<file path="src/rtl/tpwm_pkg.sv">
package tpwm_pkg;
   typedef enum logic [1:0] {
      A_CTRL  = 2'd0,
      A_LOAD  = 2'd1,
      A_MATCH = 2'd2,
      A_COUNT = 2'd3
   } tpwm_addr_e;

   typedef enum logic [1:0] {
      M_OFF  = 2'd0,
      M_OVF  = 2'd1,
      M_BOTH = 2'd2,
      M_ALT  = 2'd3
   } tpwm_mode_e;

   localparam int unsigned RUN_B  = 0;
   localparam int unsigned ARL_B  = 1;
   localparam int unsigned CMP_B  = 2;
   localparam int unsigned PSEN_B = 3;
   localparam int unsigned PS_LSB = 4;
endpackage

</file>
<file path="src/rtl/tpwm_prescaler.sv">
module tpwm_prescaler #(
   parameter int unsigned PS_W   = 3,
   parameter bit          HAS_PS = 1'b1
) (
   input  logic            clk,
   input  logic            rst_n,
   input  logic            run,
   input  logic            ps_en,
   input  logic [PS_W-1:0] ps,
   output logic            tick
);
   localparam int unsigned DIV_W = 2 ** PS_W;

   generate
      if (HAS_PS) begin : g_div
         logic [DIV_W-1:0] div_q;
         logic [DIV_W:0]   span;
         logic             last;

         always_comb begin
            span = (DIV_W+1)'(1) << (int'(ps) + 1);
            last = (div_q == DIV_W'(span - (DIV_W+1)'(1)));
         end

         always_ff @(posedge clk or negedge rst_n) begin
            if (!rst_n)                      div_q <= '0;
            else if (!run || !ps_en || last) div_q <= '0;
            else                             div_q <= div_q + 1'b1;
         end

         assign tick = run && (!ps_en || last);
      end else begin : g_direct
         assign tick = run;
      end
   endgenerate
endmodule

</file>
<file path="src/rtl/tpwm_counter.sv">
module tpwm_counter #(
   parameter int unsigned CNT_W = 32
) (
   input  logic             clk,
   input  logic             rst_n,
   input  logic             tick,
   input  logic             cnt_we,
   input  logic [CNT_W-1:0] cnt_wd,
   input  logic [CNT_W-1:0] load,
   input  logic [CNT_W-1:0] match,
   input  logic             arl,
   input  logic             cmp_en,
   output logic [CNT_W-1:0] cnt,
   output logic             ovf_ev,
   output logic             cmp_ev
);
   localparam logic [CNT_W-1:0] TOP = '1;

   always_ff @(posedge clk or negedge rst_n) begin
      if (!rst_n)      cnt <= '0;
      else if (cnt_we) cnt <= cnt_wd;
      else if (tick)   cnt <= (cnt == TOP) ? (arl ? load : '0) : cnt + 1'b1;
   end

   assign ovf_ev = tick && (cnt == TOP);
   assign cmp_ev = tick && cmp_en && (cnt == match);
endmodule

</file>
<file path="src/rtl/tpwm_toggle.sv">
module tpwm_toggle
   import tpwm_pkg::*;
(
   input  logic       clk,
   input  logic       rst_n,
   input  logic       ovf_ev,
   input  logic       cmp_ev,
   input  tpwm_mode_e mode,
   input  logic       inv,
   input  logic       clr,
   output logic       pwm_out
);
   logic tgl_q;
   logic flip;

   always_comb begin
      case (mode)
         M_OFF:   flip = 1'b0;
         M_OVF:   flip = ovf_ev;
         default: flip = ovf_ev | cmp_ev;
      endcase
   end

   always_ff @(posedge clk or negedge rst_n) begin
      if (!rst_n)    tgl_q <= 1'b0;
      else if (clr)  tgl_q <= 1'b0;
      else if (flip) tgl_q <= ~tgl_q;
   end

   assign pwm_out = tgl_q ^ inv;
endmodule

</file>
<file path="src/rtl/tpwm_timer.sv">
module tpwm_timer
   import tpwm_pkg::*;
#(
   parameter int unsigned CNT_W  = 32,
   parameter int unsigned PS_W   = 3,
   parameter bit          HAS_PS = 1'b1
) (
   input  logic             clk,
   input  logic             rst_n,
   input  logic             wr_en,
   input  logic [1:0]       wr_addr,
   input  logic [CNT_W-1:0] wr_data,
   output logic             pwm_out
);
   localparam int unsigned INV_B    = PS_LSB + PS_W;
   localparam int unsigned MODE_LSB = INV_B + 1;
   localparam int unsigned CTRL_W   = MODE_LSB + 2;

   if (CNT_W < CTRL_W) begin : g_bad_width
      $error("tpwm_timer: CNT_W too narrow for the control word");
   end
   if (PS_W < 1 || PS_W > 4) begin : g_bad_ps
      $error("tpwm_timer: PS_W must be 1..4");
   end

   logic             run_q, arl_q, cmp_en_q, ps_en_q, inv_q;
   logic [PS_W-1:0]  ps_q;
   tpwm_mode_e       mode_q;
   logic [CNT_W-1:0] load_q, match_q, cnt_q;
   logic             tick, ovf_ev, cmp_ev;
   logic             wr_ctrl, wr_load, wr_match, cnt_we, clr;
   logic             stopped;
   tpwm_mode_e       new_mode;

   assign stopped  = !run_q;
   assign wr_ctrl  = wr_en && (tpwm_addr_e'(wr_addr) == A_CTRL);
   assign wr_load  = wr_en && (tpwm_addr_e'(wr_addr) == A_LOAD)  && stopped;
   assign wr_match = wr_en && (tpwm_addr_e'(wr_addr) == A_MATCH) && stopped;
   assign cnt_we   = wr_en && (tpwm_addr_e'(wr_addr) == A_COUNT) && stopped;
   assign new_mode = tpwm_mode_e'(wr_data[MODE_LSB +: 2]);
   assign clr      = cnt_we || (wr_ctrl && stopped && (new_mode != mode_q));

   always_ff @(posedge clk or negedge rst_n) begin
      if (!rst_n) begin
         run_q    <= 1'b0;
         arl_q    <= 1'b0;
         cmp_en_q <= 1'b0;
         ps_en_q  <= 1'b0;
         ps_q     <= '0;
         inv_q    <= 1'b0;
         mode_q   <= M_OFF;
         load_q   <= '0;
         match_q  <= '0;
      end else begin
         if (wr_ctrl) begin
            run_q <= wr_data[RUN_B];
            if (stopped) begin
               arl_q    <= wr_data[ARL_B];
               cmp_en_q <= wr_data[CMP_B];
               ps_en_q  <= wr_data[PSEN_B];
               ps_q     <= wr_data[PS_LSB +: PS_W];
               inv_q    <= wr_data[INV_B];
               mode_q   <= new_mode;
            end
         end
         if (wr_load)  load_q  <= wr_data;
         if (wr_match) match_q <= wr_data;
      end
   end

   tpwm_prescaler #(.PS_W(PS_W), .HAS_PS(HAS_PS)) u_pre (
      .clk(clk), .rst_n(rst_n), .run(run_q), .ps_en(ps_en_q), .ps(ps_q), .tick(tick)
   );

   tpwm_counter #(.CNT_W(CNT_W)) u_cnt (
      .clk(clk), .rst_n(rst_n), .tick(tick), .cnt_we(cnt_we), .cnt_wd(wr_data),
      .load(load_q), .match(match_q), .arl(arl_q), .cmp_en(cmp_en_q),
      .cnt(cnt_q), .ovf_ev(ovf_ev), .cmp_ev(cmp_ev)
   );

   tpwm_toggle u_tgl (
      .clk(clk), .rst_n(rst_n), .ovf_ev(ovf_ev), .cmp_ev(cmp_ev),
      .mode(mode_q), .inv(inv_q), .clr(clr), .pwm_out(pwm_out)
   );
endmodule

</file>
<file path="config.mk">
export PLATFORM = sky130hd
export DESIGN_NAME = tpwm_timer
export DESIGN_NICKNAME = d
export VERILOG_FILES = /design/src/rtl/tpwm_pkg.sv /design/src/rtl/tpwm_prescaler.sv /design/src/rtl/tpwm_counter.sv /design/src/rtl/tpwm_toggle.sv /design/src/rtl/tpwm_timer.sv
export SDC_FILE = /design/constraint.sdc
export NUM_CORES = 1
export LEC_CHECK = 0
export ABC_CLOCK_PERIOD_IN_PS = 3200
export BUFFER_PORTS_ARGS = -buffer_cell sky130_fd_sc_hd__buf_4
export CELL_PAD_IN_SITES_DETAIL_PLACEMENT = 0
export CELL_PAD_IN_SITES_GLOBAL_PLACEMENT = 1
export CORE_UTILIZATION = 40
export DETAILED_ROUTE_END_ITERATION = 6
export PLACE_DENSITY_LB_ADDON = 0.1
export SYNTH_ARGS = -nofsm -noshare
export SYNTH_HDL_FRONTEND = slang
export SYNTH_SLANG_ARGS = --single-unit
</file>
<file path="constraint.sdc">
create_clock -name clk -period 3.2 [get_ports clk]
set_input_delay 0.48 -clock clk [delete_from_list [all_inputs] [get_ports clk]]
set_output_delay 0.48 -clock clk [all_outputs]
set_load 0.05 [all_outputs]
</file>
* After elaboration in Yosys (flattened, before gate mapping) *
Index checks and enable logic that the tools add are counted.

storage, ports and cells
  bits in registers = 115
  output and inout bits = 1
  word-level logic and storage cells = 61

operators by class
  add/subtract/negate cells = 4
  eq/ne operators = 8
  shifts and indexed selects = 1
  multiplexer cells = 8
  bitwise operators = 4
  reduce and logical (&&, ||, !) cells = 24

operators with widths
  kind                                              count
  2-to-1 mux 32 bit                                 4
  adder 32 x 1 -> 32 bit, second input constant     1
  == test 32 bit                                    1
  == test 32 bit, second input constant             1
  << shifter 1 x 32 -> 8 bit, first input constant  1
  logical AND 1 bit                                 13
  adder 8 x 1 -> 8 bit, second input constant       1
  == test 8 bit                                     1
  2-to-1 mux 8 bit                                  1
  subtractor 8 x 1 -> 8 bit, second input constant  1
  adder 3 x 1 -> 4 bit, second input constant       1
  == test 2 x 1 -> 1 bit, second input constant     2
  == test 2 bit, second input constant              2
  zero test 2 bit                                   2
  logical OR 1 bit                                  4
  nonzero test 2 bit                                2
  zero test 1 bit                                   2
  2-to-1 mux 1 bit                                  2
  inequality test 2 bit                             1
  NOT 1 bit                                         2
  case mux 1 bit (2 select lines)                   1
  AND reduction 2 bit                               1
  OR 1 bit                                          1
  XOR 1 bit                                         1

* Longest topological paths before layout *
  depth in word-level cells = 12
  depth in mapped cells = 11

* By module *
From an unflattened synthesis, not the netlist that was laid out.

second synthesis, totals
  cell total of the unflattened synthesis = 588
  area, all modules = 6,451.2 µm²

by module, submodules not included
  module          instances  cells each  area each (µm²)  sequential area each (µm²)
  tpwm_timer      1          167         2,896.5          1,851.8
  tpwm_counter    1          338         2,808.9          800.8
  tpwm_prescaler  1          76          680.7            200.2
  tpwm_toggle     1          7           65.1             25.0

* Least setup slack after synthesis *
OpenSTA, ideal clock, no wires.

  path type = register to register
  start point = register ps_q[1]
  end point = register u_cnt.cnt[10]
  library setup time = 0.123 ns
  data arrival time = 2.696 ns
  path slack = 0.381 ns
  cell stages (with the launch flop) = 12
  clock period less this slack = 2.819 ns
  cell sequence = dfrtp_1 buf_2 or3_1 ha_1 nor4b_1 o41ai_1 o32a_1 o211a_1 buf_2 buf_1 nand3_1 o221a_2

on the way
  cells in the longest elaborated chain, start to end = 7

ends and longest elaborated chain
  what                                 RTL line              text
  start, declared                      tpwm_timer.sv:27      logic [PS_W-1:0] ps_q;
  start signal, assigned               tpwm_timer.sv:61      ps_q <= wr_data[PS_LSB +: PS_W];
  adder 3 x 1 -> 4 bit                 tpwm_prescaler.sv:21  span = (DIV_W+1)'(1) << (int'(ps) + 1);
  << shifter 1 x 32 -> 8 bit           tpwm_prescaler.sv:21
  subtractor 8 x 1 -> 8 bit            tpwm_prescaler.sv:22  last = (div_q == DIV_W'(span - (DIV_W+1)'(1)));
  == test 8 bit                        tpwm_prescaler.sv:22
  logical OR 1 bit                     tpwm_prescaler.sv:31  assign tick = run && (!ps_en || last);
  logical AND 1 bit                    tpwm_prescaler.sv:31
  nonzero test 2 bit (no source line)  --
  end signal, assigned                 tpwm_counter.sv:21    else if (cnt_we) cnt <= cnt_wd;
  end signal, assigned                 tpwm_counter.sv:22    else if (tick) cnt <= (cnt == TOP) ? (arl ? load : '0) : cnt + 1'b1;
  end, declared                        tpwm_counter.sv:13    output logic [CNT_W-1:0] cnt,

Every way passes these cells.
A chain may end at the register's enable or synchronous reset.

* Final worst setup path *
  start point = register ps_q[1]
  end point = register u_cnt.cnt[9]

Same word-level chain as after synthesis.

==> impl_metrics.toml <==
[global_route]
grt_overflow_total = 0
grt_busiest_layer = "met2"
grt_antenna_before_repair = 0
grt_start_max_net_pins = 66
use_met3 = 0.05737
grt_util_met1 = 0.3253
first_global_vias = 5053
grt_first_pass_wirelength_mm = 28.96
global_route.usage.total = 0.2407
grt_util_met2 = 0.3765

[placement]
place_congestion = 0.8205
portbufs = 37
detailed_place_hpwl_mm = 12.28

[sta]
timing.slew.headroom = 0.4313
post-route-period-util = 0.9302
maxClockFrequency_mhz = 336.0
unrepaired_setup_endpoints_after_global_routing = "false"
finalHoldViolations = 0
worst_slew_pin_slew_ns = 0.8499
worst_clock_skew_ns = 0.01229
whs_ns = 0.09891
report.final.setup_viol = 0
final-max-slew-violation-count = 0
period_minus_slack_ns = 2.977
fin_tns_setup_ns = 0

[min_path]
hold_path.class = "input port to asynchronous set/reset pin"

[synth]
synthesis.instances = 585
synth_edf_count = 0
yosys_register_bits = 115
postSynthNetCount = 625
ys.flop_type = "dfrtp_1"
synth_seq_area_share = 0.4606
synth.lib_cells_used.distinct = 65
asyncSetResetFlopFracSynth = 1.000
syn-cell-area_um2 = 6247
ys.warnings.count = 0
synthesis.area_per_instance_um2 = 10.68

[setup_path]
startpoint_type = "register"
critPathArrivalTime_ns = 3.33
cell_family_contributing_the_most_delay_on_the_critical_path = "simple AND/OR/NAND/NOR gates"
crit_fanout = 8
worst_setup_path_end_kind = "register"
worst_ep_required_time_ns = 3.55
critical-path-slowest-cell = "nor2_1"
worstSetupPathType = "register to register"
path_cells = "or3_1, ha_1, nor4bb_1, o41ai_1, o32a_1, o211a_1, nor2_1, a221o_1"
cp_slowest_stage_delay_ns = 0.67
timing.critical_path.buf_inv = 0

[floorplan]
die_w_um = 127.0
i_o_pin_total = 38
row_count = 45
die-height_um = 127.0
die_area_um2 = 16120
core_area_um2 = 15200
initial_core_util = 0.4109

[routing]
postRouteWirelength_mm = 17.59
first_pass_iters = 4
vias_per_cell = 5.774
wl_per_cell_um = 21.27
first_iter_violations = 342
antenna_viol_nets_final = 0
drt_drc_violations_left = 0
vias = 4775

[power]
power.share.combinational = 0.275
p_switching_mw = 2.049
power.share.sequential = 0.397
total_power_mw = 6.209
cellInternalPower_mw = 4.160
p_leak_nw = 2.997
power_per_unit_of_standard_cell_area_nw_per_um2 = 837.0
ir_drop_mv = 0.4295
power.share.clock = 0.327
power_switching_share = 0.3300

[job]
drv_cap = 0

[clock_tree]
cts_tree = "done"
clock_sink_count = 115
cts_made_buffers = 17
clk_root_buffer_cell = "clkbuf_16"
path_clk_slew_ns = 0.05
clock_insertion_delay_worst_skew_ns = 0.42
htreeDepth = 4
holdBufCountCts = 0
ctsResizeCount = 0
post_cts_buffers = 0
cts_buffer_depth = 2

[layout]
area.growth.synth_to_final_pct = 18.75
most-common-layout-cells = "dfrtp_1, mux2_2, buf_4"
commonest_non_fill_non_tap_cell_in_the_layout = "dfrtp_1"
final_stage_net_count = 666
antenna_cell_count = 0
fillerInstances = 1415
final_layout_size_suffix_gt1_frac = 0.2786

[run_status]
outcome = "completed"
==> final cells by class <==
cell class                      count  area, um2  area share
Sequential cell                   115       2878      0.3879
Clock buffer                       23      478.0     0.06443
Clock inverter                      9      151.4     0.02041
Inverter                            9      33.78    0.004554
Timing Repair Buffer               59      467.9     0.06308
Tap cell                          188      235.2     0.03171
Multi-Input combinational cell    424       3174      0.4279
==> synthesized netlist by cell type (all sizes together) (5+ instances only) <==
library cell | n | share of area
nor2 | 29 | 0.017
xor2 | 13 | 0.018
a221o | 8 | 0.013
and3 | 12 | 0.012
nand3 | 31 | 0.026
nor3 | 10 | 0.0098
or3 | 5 | 0.0050
a31oi | 11 | 0.011
o221a | 6 | 0.011
o21ai | 13 | 0.010
clkbuf | 21 | 0.013
dfrtp | 115 | 0.46
inv | 9 | 0.0054
mux2 | 72 | 0.13
nand4 | 18 | 0.019
nand2 | 43 | 0.026
o211ai | 10 | 0.012
xnor2 | 45 | 0.063
a21oi | 18 | 0.014
buf | 16 | 0.014
nor4 | 9 | 0.010
==> worst register-to-register path, delay by kind of cell, from the launching register on <==
family	cells	cell delay, ns
adder cells (fa/ha/maj)	1	0.29
AO/OA/AOI/OAI	4	0.77
flip-flops	1	0.37
AND/OR/NAND/NOR	3	1.48
==> sequential cells by signal, indices dropped and copies added (netlist names), 2 cells and up <==
name,flops
load_q,32
match_q,32
mode_q,2
ps_q,3
u_cnt.cnt,32
u_pre.g_div.div_q,8
==> cell families after synthesis <==
group	count (synthesis)	synth area share
other	1	0.0006003
flip-flops	115	0.4606
adder cells (fa/ha/maj)	3	0.006009
multiplexers	76	0.1362
XOR/XNOR	58	0.08131
buffers and inverters	46	0.03244
AO/OA/AOI/OAI	103	0.1234
AND/OR/NAND/NOR	183	0.1594
==> path summary, 6_finish.rpt <==
path	startpoint	end	slack, ns	cells past startpoint
max reg2reg	ps_q[1]	u_cnt.cnt[9]	0.22	8
max	ps_q[1]	u_cnt.cnt[9]	0.22	8
min reg2reg	load_q[31]	load_q[31]	0.51	1
max in group asynchronous	rst_n	u_cnt.cnt[24]	2.32	2
min in group clk	wr_data[18]	u_cnt.cnt[18]	0.29	3
min	rst_n	u_pre.g_div.div_q[7]	0.1	1
==> power by group through the flow <==
stage	sequential, mW	combinational, mW	clock (mW)
floorplan	2.23	1.35	0
global route	2.55	1.87	2.15
CTS	2.47	1.72	2.07
finish	2.47	1.71	2.03
detailed placement	2.48	1.70	0
global placement	2.47	1.67	0
==> metrics by stage <==
| stage | cells | instance area, um2 | util | setup slack, ns |
|---|---|---|---|---|
| 2_1_floorplan | 585 | 6247 | - | 0.3809 |
| 3_3_place_gp | 795 | 6789 | 0.4466 | 0.3579 |
| 3_5_place_dp | 795 | 6789 | 0.4466 | 0.2460 |
| 4_1_cts | 827 | 7418 | 0.4880 | 0.2258 |
| 5_1_grt | 827 | 7418 | 0.4880 | 0.03956 |
| 6_report | 827 | 7418 | 0.4880 | 0.2234 |
==> layer usage <==
layer,up-vias,share of wire
li1,2252,-
met1,2367,0.45
met2,144,0.48
met3,12,0.057
met4,0,0.014
met5,-,0
Note: power is estimated with default switching activity, not from simulation.
